### src/rtl/mcub_pkg.sv
package mcub_pkg;
    localparam int ADDR_W = 16;
    localparam int DATA_W = 8;

    typedef enum logic [2:0] {
        ST_IDLE,
        ST_SPEC,
        ST_PREF,
        ST_XFER,
        ST_DRIVE
    } bst_e;

    typedef struct packed {
        bst_e              st;
        logic              fast;
        logic [ADDR_W-1:0] addr;
        logic              we;
        logic [DATA_W-1:0] wdata;
        logic [DATA_W-1:0] rbuf;
        logic              rd_pend;
        logic              wr_pend;
        logic              abort;
    } bctl_s;

    function automatic logic in_window(input logic [ADDR_W-1:0] a,
                                       input logic [ADDR_W-1:0] base);
        return a >= base;
    endfunction
endpackage

### src/rtl/mcub_strobe_edge.sv
module mcub_strobe_edge #(
    parameter int         N       = 4,
    parameter logic [3:0] RST_VAL = 4'b1110
) (
    input  logic         clk,
    input  logic         rst_n,
    input  logic [N-1:0] raw_i,
    output logic [N-1:0] fall_o
);
    logic [N-1:0] lvl_d, lvl_q;

    always_comb lvl_d = raw_i;

    for (genvar i = 0; i < N; i++) begin : g_edge
        always_ff @(posedge clk or negedge rst_n) begin
            if (!rst_n) lvl_q[i] <= RST_VAL[i];
            else        lvl_q[i] <= lvl_d[i];
        end
        assign fall_o[i] = lvl_q[i] & ~raw_i[i];
    end
endmodule

### src/rtl/mcub_addr_decode.sv
module mcub_addr_decode
    import mcub_pkg::*;
#(
    parameter logic [ADDR_W-1:0] WIN_BASE = 16'hC000
) (
    input  logic [7:0]        hi_i,
    input  logic [7:0]        lo_i,
    output logic [ADDR_W-1:0] addr_o,
    output logic              hit_o
);
    always_comb begin
        addr_o = {hi_i, lo_i};
        hit_o  = in_window(addr_o, WIN_BASE);
    end
endmodule

### src/rtl/mcub_ctl.sv
module mcub_ctl
    import mcub_pkg::*;
#(
    parameter logic [ADDR_W-1:0] WIN_BASE = 16'hC000
) (
    input  logic              clk,
    input  logic              rst_n,
    input  logic              fast_mode_i,
    input  logic              ale_fall_i,
    input  logic              rd_fall_i,
    input  logic              wr_fall_i,
    input  logic              fetch_n_i,
    input  logic              rd_n_i,
    input  logic [ADDR_W-1:0] cur_addr_i,
    input  logic              cur_hit_i,
    input  logic [DATA_W-1:0] ad_i,
    input  logic [DATA_W-1:0] mem_rdata_i,
    input  logic              mem_ack_i,
    input  logic              other_busy_i,
    output logic              mem_req_o,
    output logic [ADDR_W-1:0] mem_addr_o,
    output logic              mem_we_o,
    output logic [DATA_W-1:0] mem_wdata_o,
    output logic              mem_abort_o,
    output logic              hold_o,
    output logic              ad_oe_o,
    output logic [DATA_W-1:0] ad_o
);
    bctl_s r_q, r_d;
    logic  mode;
    logic  free;

    always_comb begin
        r_d      = r_q;
        r_d.abort = 1'b0;
        free     = (r_q.st == ST_IDLE) || (r_q.st == ST_PREF);
        mode     = (r_q.st == ST_IDLE) ? fast_mode_i : r_q.fast;
        if (r_q.st == ST_IDLE) r_d.fast = fast_mode_i;

        if (free && ale_fall_i) begin
            r_d.addr    = cur_addr_i;
            r_d.rd_pend = 1'b0;
            r_d.wr_pend = 1'b0;
            if (mode && cur_hit_i) begin
                r_d.st    = ST_SPEC;
                r_d.we    = 1'b0;
                r_d.abort = other_busy_i;
            end else begin
                r_d.st = ST_IDLE;
            end
        end else begin
            unique case (r_q.st)
                ST_IDLE: begin
                    if (!mode && fetch_n_i && in_window(r_q.addr, WIN_BASE)
                        && (rd_fall_i || wr_fall_i)) begin
                        r_d.st    = ST_XFER;
                        r_d.we    = wr_fall_i;
                        r_d.wdata = ad_i;
                    end
                end
                ST_PREF: begin
                    if (rd_fall_i) begin
                        r_d.st = ST_DRIVE;
                    end else if (wr_fall_i) begin
                        r_d.st    = ST_XFER;
                        r_d.we    = 1'b1;
                        r_d.wdata = ad_i;
                    end
                end
                ST_SPEC: begin
                    if (rd_fall_i) r_d.rd_pend = 1'b1;
                    if (wr_fall_i) begin
                        r_d.wr_pend = 1'b1;
                        r_d.wdata   = ad_i;
                    end
                    if (mem_ack_i) begin
                        r_d.rbuf    = mem_rdata_i;
                        r_d.rd_pend = 1'b0;
                        r_d.wr_pend = 1'b0;
                        if (r_q.wr_pend || wr_fall_i) begin
                            r_d.st = ST_XFER;
                            r_d.we = 1'b1;
                        end else if (r_q.rd_pend || rd_fall_i) begin
                            r_d.st = ST_DRIVE;
                        end else begin
                            r_d.st = ST_PREF;
                        end
                    end
                end
                ST_XFER: begin
                    if (mem_ack_i) begin
                        if (r_q.we) r_d.st = ST_IDLE;
                        else begin
                            r_d.rbuf = mem_rdata_i;
                            r_d.st   = ST_DRIVE;
                        end
                    end
                end
                ST_DRIVE: begin
                    if (rd_n_i) r_d.st = ST_IDLE;
                end
                default: r_d.st = ST_IDLE;
            endcase
        end
    end

    always_ff @(posedge clk or negedge rst_n) begin
        if (!rst_n) begin
            r_q <= '{st: ST_IDLE, fast: 1'b0, addr: '0, we: 1'b0, wdata: '0,
                     rbuf: '0, rd_pend: 1'b0, wr_pend: 1'b0, abort: 1'b0};
        end else begin
            r_q <= r_d;
        end
    end

    always_comb begin
        mem_req_o   = (r_q.st == ST_SPEC) || (r_q.st == ST_XFER);
        mem_addr_o  = r_q.addr;
        mem_we_o    = r_q.we;
        mem_wdata_o = r_q.wdata;
        mem_abort_o = r_q.abort;
        hold_o      = (r_q.st == ST_XFER) ||
                      ((r_q.st == ST_SPEC) && (r_q.rd_pend || r_q.wr_pend));
        ad_oe_o     = (r_q.st == ST_DRIVE);
        ad_o        = r_q.rbuf;
    end
endmodule

### src/rtl/mcu_ram_bridge.sv
module mcu_ram_bridge
    import mcub_pkg::*;
#(
    parameter logic [ADDR_W-1:0] WIN_BASE = 16'hC000
) (
    input  logic        clk,
    input  logic        rst_n,
    input  logic        fast_mode_i,
    input  logic        mcu_alatch_i,
    input  logic        mcu_fetch_n_i,
    input  logic        mcu_rdstb_n_i,
    input  logic        mcu_wrstb_n_i,
    input  logic [7:0]  mcu_addr_hi_i,
    input  logic [7:0]  mcu_ad_i,
    output logic [7:0]  mcu_ad_o,
    output logic        mcu_ad_oe_o,
    output logic        mcu_clk_hold_o,
    output logic        mem_req_o,
    output logic [15:0] mem_addr_o,
    output logic        mem_we_o,
    output logic [7:0]  mem_wdata_o,
    input  logic [7:0]  mem_rdata_i,
    input  logic        mem_ack_i,
    input  logic        mem_other_busy_i,
    output logic        mem_abort_o
);
    logic [3:0]        falls;
    logic [ADDR_W-1:0] cur_addr;
    logic              cur_hit;

    // bit order: 0 latch, 1 read, 2 write, 3 fetch
    mcub_strobe_edge #(.N(4), .RST_VAL(4'b1110)) u_edge (
        .clk    (clk),
        .rst_n  (rst_n),
        .raw_i  ({mcu_fetch_n_i, mcu_wrstb_n_i, mcu_rdstb_n_i, mcu_alatch_i}),
        .fall_o (falls)
    );

    mcub_addr_decode #(.WIN_BASE(WIN_BASE)) u_dec (
        .hi_i   (mcu_addr_hi_i),
        .lo_i   (mcu_ad_i),
        .addr_o (cur_addr),
        .hit_o  (cur_hit)
    );

    mcub_ctl #(.WIN_BASE(WIN_BASE)) u_ctl (
        .clk          (clk),
        .rst_n        (rst_n),
        .fast_mode_i  (fast_mode_i),
        .ale_fall_i   (falls[0]),
        .rd_fall_i    (falls[1]),
        .wr_fall_i    (falls[2]),
        .fetch_n_i    (mcu_fetch_n_i & ~falls[3]),
        .rd_n_i       (mcu_rdstb_n_i),
        .cur_addr_i   (cur_addr),
        .cur_hit_i    (cur_hit),
        .ad_i         (mcu_ad_i),
        .mem_rdata_i  (mem_rdata_i),
        .mem_ack_i    (mem_ack_i),
        .other_busy_i (mem_other_busy_i),
        .mem_req_o    (mem_req_o),
        .mem_addr_o   (mem_addr_o),
        .mem_we_o     (mem_we_o),
        .mem_wdata_o  (mem_wdata_o),
        .mem_abort_o  (mem_abort_o),
        .hold_o       (mcu_clk_hold_o),
        .ad_oe_o      (mcu_ad_oe_o),
        .ad_o         (mcu_ad_o)
    );
endmodule

### config.mk
export PLATFORM = sky130hd
export DESIGN_NAME = mcu_ram_bridge
export DESIGN_NICKNAME = d
export VERILOG_FILES = /design/src/rtl/mcub_pkg.sv /design/src/rtl/mcub_strobe_edge.sv /design/src/rtl/mcub_addr_decode.sv /design/src/rtl/mcub_ctl.sv /design/src/rtl/mcu_ram_bridge.sv
export SDC_FILE = /design/constraint.sdc
export NUM_CORES = 1
export LEC_CHECK = 0
export ABC_AREA = 1
export BUFFER_PORTS_ARGS = -buffer_cell sky130_fd_sc_hd__buf_2
export CAP_MARGIN = 0
export CELL_PAD_IN_SITES_DETAIL_PLACEMENT = 1
export CELL_PAD_IN_SITES_GLOBAL_PLACEMENT = 1
export CORE_MARGIN = 2
export CORE_UTILIZATION = 39
export DETAILED_ROUTE_END_ITERATION = 10
export PLACE_DENSITY_LB_ADDON = 0.1
export REMOVE_ABC_BUFFERS = 1
export SLEW_MARGIN = 15
export SYNTH_ARGS = -nofsm -noshare
export SYNTH_HDL_FRONTEND = slang
export SYNTH_SLANG_ARGS = --single-unit
### constraint.sdc
create_clock -name clk -period 2.9 [get_ports clk]
set_clock_uncertainty 0.05 [all_clocks]
set_input_delay 0.58 -clock clk [delete_from_list [all_inputs] [get_ports clk]]
set_output_delay 0.58 -clock clk [all_outputs]
set_load 0.1 [all_outputs]
[Yosys cells after proc, flatten, opt, wreduce, memory -nomap -nowiden]
Cells that the tools add are included.
Cells by class
  reductions and logical operators: 27
  magnitude comparators: 2
  eq/ne operators: 20
  mux-type cells: 32
  bitwise gates (word level): 11
Operators by type and width (count)
  16-bit >= comparator (second input constant): 2
  3-bit two-way mux: 10
  9-bit two-way mux: 3
  9-bit one-hot mux with 3 select lines: 1
  8-bit two-way mux: 3
  8-bit one-hot mux with 2 select lines: 1
  3-bit one-hot mux with 5 select lines: 1
  2-bit inequality test (second input constant): 6
  3-bit by 2-bit inequality test with 1-bit output (second input constant): 4
  1-bit two-way mux: 10
  10-bit two-way mux: 1
  5-bit AND reduction: 2
  3-bit nonzero test: 3
  1-bit logical OR: 7
  7-bit AND reduction: 1
  3-bit by 2-bit == test with 1-bit output (second input constant): 2
  1-bit logical AND: 6
  3-bit inequality test (second input constant): 2
  1-bit NOT: 6
  6-bit AND reduction: 1
  1-bit AND: 5
  2-bit two-way mux: 2
  2-bit by 1-bit inequality test with 1-bit output (second input constant): 2
  4-bit by 2-bit inequality test with 1-bit output (second input constant): 1
  other kinds (8): 10
Storage, ports and cells
  flip-flop bits (word level): 44
  output and inout bits: 37

[Logic depth before layout (Yosys ltp)]
  depth after elaboration: 10
  gate-level depth with buffers: 10

[Modules after synthesis]
Synthesis repeated with hierarchy kept, for this count alone.
Unflattened totals
  cells, all modules: 290
  area total of the unflattened synthesis: 2339.7 um^2
By module, submodules not included
  mcub_ctl: area an instance 2058.2 um^2, cells an instance 258, instances 1
  mcub_strobe_edge: area an instance 143.9 um^2, cells an instance 12, instances 1
  mcub_addr_decode: area an instance 127.6 um^2, cells an instance 18, instances 1
  mcu_ram_bridge: area an instance 10.0 um^2, cells an instance 2, instances 1

[Worst setup path before layout]
OpenSTA, ideal clock, no wires.
  path kind: reg2out
  start point: register u_ctl.r_q[37] (netlist bit)
  end point: output port mcu_clk_hold_o
  data required time: 2.270 ns
  path buffers: 0
  path slack: -0.894 ns
  cell stages (with the launch flop): 5
  arrival: 3.164 ns
  path through: dfrtp_1 -> inv_2 -> nor2_1 -> inv_2 -> nor2_1
On the way
  word-level cells in the longest chain between the ends: 3
  elaborated cells on any way between the ends: 4
  those cells by class: eq/ne (2); reduce/logical (2)
RTL lines
  from (decl): RTL line mcub_ctl.sv:29  | bctl_s r_q, r_d;
  from (signal assigned): RTL line mcub_ctl.sv:109  | r_q <= '{st: ST_IDLE, fast: 1'b0, addr: '0, we: 1'b0, wdata: '0,
  from (signal assigned): RTL line mcub_ctl.sv:112  | r_q <= r_d;
  3-bit by 1-bit == test with 1-bit output: RTL line mcub_ctl.sv:123  | ((r_q.st == ST_SPEC) && (r_q.rd_pend || r_q.wr_pend));
  1-bit logical AND: RTL line mcub_ctl.sv:123
  1-bit logical OR (*): RTL line mcub_ctl.sv:122  | hold_o = (r_q.st == ST_XFER) ||
  to (decl): RTL line mcu_ram_bridge.sv:17  | output logic mcu_clk_hold_o,
Mark *: on every way between the ends. The rest lies on a longest branch, timed or not.

[Worst setup path after layout]
Ends and elaborated chain as after synthesis.

==> impl_metrics.prom <==
# TYPE chip_impl_metric gauge
chip_impl_info{name="run_status",value="finished clean"} 1
chip_impl_metric{name="hold_viol_final",unit=""} 0
chip_impl_metric{name="drive_gt1_share",unit="%"} 28.7
chip_impl_info{name="cts.root.buffer_cell",value="sky130_fd_sc_hd__clkbuf_8"} 1
chip_impl_metric{name="gpl.final_weighted_congestion",unit=""} 0.781
chip_impl_metric{name="core_area",unit="sq mm"} 0.00544
chip_impl_metric{name="postCtsSetupBuffers",unit=""} 0
chip_impl_metric{name="post-route-min-period",unit="ps"} 2210
chip_impl_metric{name="finalWorstSetupSlack",unit="ps"} 689
chip_impl_metric{name="grt_pass1_wl",unit="mm"} 8.09
chip_impl_metric{name="detailedPlace.worstSlack",unit="ps"} 838
chip_impl_info{name="tritoncts",value="done"} 1
chip_impl_info{name="holdCritPathClass",value="primary input to flip-flop"} 1
chip_impl_metric{name="yosysSeqAreaShare",unit="%"} 49.7
chip_impl_metric{name="cp_max_fo",unit=""} 4
chip_impl_metric{name="reg2reg_setup_slack",unit="ps"} 860
chip_impl_metric{name="hpwlAfterDp",unit="mm"} 3.59
chip_impl_metric{name="ctsLongestPathBuffers",unit=""} 2
chip_impl_info{name="synth_top_area_cell",value="sky130_fd_sc_hd__dfrtp_1"} 1
chip_impl_metric{name="count_of_nets_after_finishing",unit=""} 346
chip_impl_metric{name="worst_reg2reg_path_depth",unit=""} 9
chip_impl_metric{name="yosysUniqueCellTypes",unit=""} 22
chip_impl_info{name="rsz0062_at_grt",value="false"} 1
chip_impl_metric{name="cp_data_arrival_time",unit="ps"} 1580
chip_impl_metric{name="worst_slew_pin_slew",unit="ps"} 971
chip_impl_metric{name="mean_cell_area_of_the_mapped_netlist",unit="sq um"} 7.94
chip_impl_metric{name="floorplan.initialDensity",unit="%"} 39.9
chip_impl_metric{name="number_of_flops_mapped_to_enable_cells_by_yosys",unit=""} 0
chip_impl_metric{name="antenna_cells_inserted",unit=""} 0
chip_impl_metric{name="cp.required",unit="ps"} 2270
chip_impl_metric{name="design.portCount",unit=""} 70
chip_impl_info{name="crit_type",value="flip-flop to primary output"} 1
chip_impl_metric{name="post_cts_resized",unit=""} 0
chip_impl_metric{name="max_clock_freq",unit="MHz"} 452
chip_impl_metric{name="timing.final.crit_share",unit="%"} 76.3
chip_impl_metric{name="area.growth.synth_to_final",unit="%"} 12.9
chip_impl_metric{name="portBuffers",unit=""} 69
chip_impl_info{name="timing.critical_path.cells",value="inv_2 > nor2_1 > inv_2 > nor2_1 > buf_2"} 1
chip_impl_info{name="most_used_dff_post_synth",value="sky130_fd_sc_hd__dfrtp_1"} 1
chip_impl_metric{name="drt_iter0_markers",unit=""} 63
chip_impl_metric{name="htree_num_levels",unit=""} 2
chip_impl_info{name="crit_slowest_cell",value="sky130_fd_sc_hd__dfrtp_1"} 1
chip_impl_metric{name="postSynth.asyncResetShare",unit="%"} 100
chip_impl_info{name="endpoint_kind",value="primary output"} 1
chip_impl_metric{name="cts_hold_buffers",unit=""} 0
chip_impl_metric{name="die_w",unit="um"} 78.6
chip_impl_metric{name="via_count_of_the_first_global_routing_pass",unit=""} 1738
chip_impl_metric{name="die_y",unit="um"} 78.6
chip_impl_info{name="path_delay_family",value="buffers and inverters"} 1
chip_impl_metric{name="area_enclosed_by_the_die_boundary",unit="sq mm"} 0.00617
chip_impl_metric{name="detail_route.wirelength",unit="mm"} 4.83
chip_impl_metric{name="gr-total-overflow",unit=""} 0
chip_impl_metric{name="clock_latency",unit="ps"} 300
chip_impl_info{name="synthTopCellsByCount",value="sky130_fd_sc_hd__nand2_1 (98), sky130_fd_sc_hd__dfrtp_1 (41), sky130_fd_sc_hd__buf_4 (32), sky130_fd_sc_hd__inv_1 (27)"} 1
chip_impl_metric{name="vias",unit=""} 1736
chip_impl_metric{name="largest_net_degree_at_the_start_of_global_routing",unit=""} 44
chip_impl_info{name="r2r_start",value="u_ctl.r_q[38]"} 1
chip_impl_metric{name="max_cap_violations",unit=""} 0
chip_impl_info{name="timing.critical_path.from_type",value="flip-flop"} 1
chip_impl_metric{name="detail_route.first_pass.iterations",unit=""} 4
chip_impl_metric{name="drt_drc_violations_left",unit=""} 0
chip_impl_metric{name="timing.critical_path.buf_inv",unit=""} 3
chip_impl_metric{name="netlist.area_leader.share",unit="%"} 47.3
chip_impl_metric{name="hold-path-cell-count",unit=""} 1
chip_impl_metric{name="placementRows",unit=""} 27
chip_impl_info{name="worst_hold_startpoint",value="mcu_wrstb_n_i"} 1
chip_impl_info{name="yosys.cell_count.top_type",value="sky130_fd_sc_hd__nand2_1"} 1
chip_impl_metric{name="globalRouteTotalUtil",unit="%"} 16.9
chip_impl_metric{name="clock-sinks",unit=""} 43
chip_impl_metric{name="drt_wl_cell",unit="um"} 12.5
chip_impl_metric{name="cts_buffers",unit=""} 5
chip_impl_metric{name="clk_pin_slew",unit="ps"} 80
chip_impl_metric{name="max-slew-margin-rel",unit="%"} 35.3
chip_impl_metric{name="antenna_found_initial",unit=""} 0
chip_impl_metric{name="syn-instance-count",unit=""} 273
chip_impl_metric{name="synth.ff_latch_count",unit=""} 43
chip_impl_metric{name="yosys_warnings",unit=""} 0
chip_impl_metric{name="synth.cell_area",unit="sq mm"} 0.00217
chip_impl_metric{name="postRouteAntennaNets",unit=""} 0
chip_impl_info{name="whs_endpoint",value="u_edge.lvl_q[2]"} 1
chip_impl_metric{name="layout.filler_cells",unit=""} 694
chip_impl_metric{name="timing.final.setup_violations",unit=""} 0
chip_impl_metric{name="slew_violations",unit=""} 0
chip_impl_info{name="synth_area_leaders",value="sky130_fd_sc_hd__dfrtp_1 (47%), sky130_fd_sc_hd__nand2_1 (17%), sky130_fd_sc_hd__buf_4 (11%), sky130_fd_sc_hd__inv_1 (4.7%), sky130_fd_sc_hd__nand3_1 (4.4%)"} 1
chip_impl_info{name="critical_path.reg2reg.endpoint",value="u_ctl.mem_wdata_o[6]"} 1
chip_impl_metric{name="detailed_route_vias_per_instance",unit=""} 4.50
chip_impl_metric{name="cp_slowest_stage_delay",unit="ps"} 420
-- cell type report --
type	count	area (sq um)	area share (%)
Tap cell	72	90.1	3.68
Multi-Input combinational cell	163	712	29.1
Timing Repair Buffer	69	345	14.1
Sequential cell	43	1080	44.0
Inverter	31	119	4.85
Clock buffer	7	96.3	3.93
Clock inverter	1	7.51	0.307
-- worst max path at each step --
stage                        startpoint                   end  slack, ps  cells past startpoint
after floorplan           u_ctl.r_q[37]        mcu_clk_hold_o       -890                      4
after global placement    u_ctl.r_q[38]  u_ctl.mem_wdata_o[2]        880                      9
after detailed placement  u_ctl.r_q[38]  u_ctl.mem_wdata_o[5]        840                      9
after CTS                 u_ctl.r_q[37]        mcu_clk_hold_o        670                      5
after global routing      u_ctl.r_q[38]           mcu_ad_oe_o        590                      4
final                     u_ctl.r_q[37]        mcu_clk_hold_o        690                      5
-- flip-flops by register name, indices dropped and copies added (netlist names) --
| signal | flops |
|---|---|
| u_ctl.mem_addr_o | 16 |
| u_ctl.ad_o | 8 |
| u_ctl.mem_wdata_o | 8 |
| u_ctl.r_q | 6 |
| u_edge.lvl_q | 3 |
| u_ctl.mem_abort_o | 1 |
| u_ctl.mem_we_o | 1 |
-- per-layer routing --
| layer | vias up | routed length [um] | global-route usage [%] |
|---|---|---|---|
| li1 | 878 | - | - |
| met1 | 809 | 2250 | 22.4 |
| met2 | 40 | 2230 | 26.2 |
| met3 | 9 | 268 | 4.94 |
| met4 | 0 | 82 | 6.14 |
| met5 | - | 0 | 0 |
-- placed cells by master (no fill, tap or decap) --
master                       instances
sky130_fd_sc_hd__nor3_4              1
sky130_fd_sc_hd__o21ai_0            13
sky130_fd_sc_hd__a211oi_2            1
sky130_fd_sc_hd__inv_4               1
sky130_fd_sc_hd__nand3_1            19
sky130_fd_sc_hd__a21oi_1             2
sky130_fd_sc_hd__a21oi_2             1
sky130_fd_sc_hd__inv_1              27
sky130_fd_sc_hd__nand2_1            98
sky130_fd_sc_hd__buf_2              69
sky130_fd_sc_hd__nand4_1             1
sky130_fd_sc_hd__nand2_4             2
sky130_fd_sc_hd__nor2_1             19
sky130_fd_sc_hd__nand2_2             2
sky130_fd_sc_hd__clkinvlp_4          1
sky130_fd_sc_hd__o21bai_1            1
sky130_fd_sc_hd__inv_2               3
sky130_fd_sc_hd__clkbuf_8            7
sky130_fd_sc_hd__dfstp_2             2
sky130_fd_sc_hd__dfrtp_1            41
sky130_fd_sc_hd__nor4_1              1
sky130_fd_sc_hd__nor3_1              2
-- cell families after synthesis --
kind of cell / Yosys count / share of synthesized area, %
AND/OR/NAND/NOR: 145 / 28.0
AO/OA/AOI/OAI: 18 / 4.79
flip-flops: 43 / 49.7
buffers and inverters: 67 / 17.4
-- through the flow --
step,setup TNS (ps),utilization [%],instances,instance area [sq um],hold slack [ps]
2_1_floorplan,-894,-,237,1910,234
4_1_cts,0,45.0,386,2450,323
3_5_place_dp,0,43.1,378,2340,408
6_report,0,45.0,386,2450,341
5_1_grt,0,45.0,386,2450,332
3_3_place_gp,0,43.1,378,2340,403
Power is not shown: default switching activity piles up to over one toggle a cycle in this logic, so the estimate is an artifact.
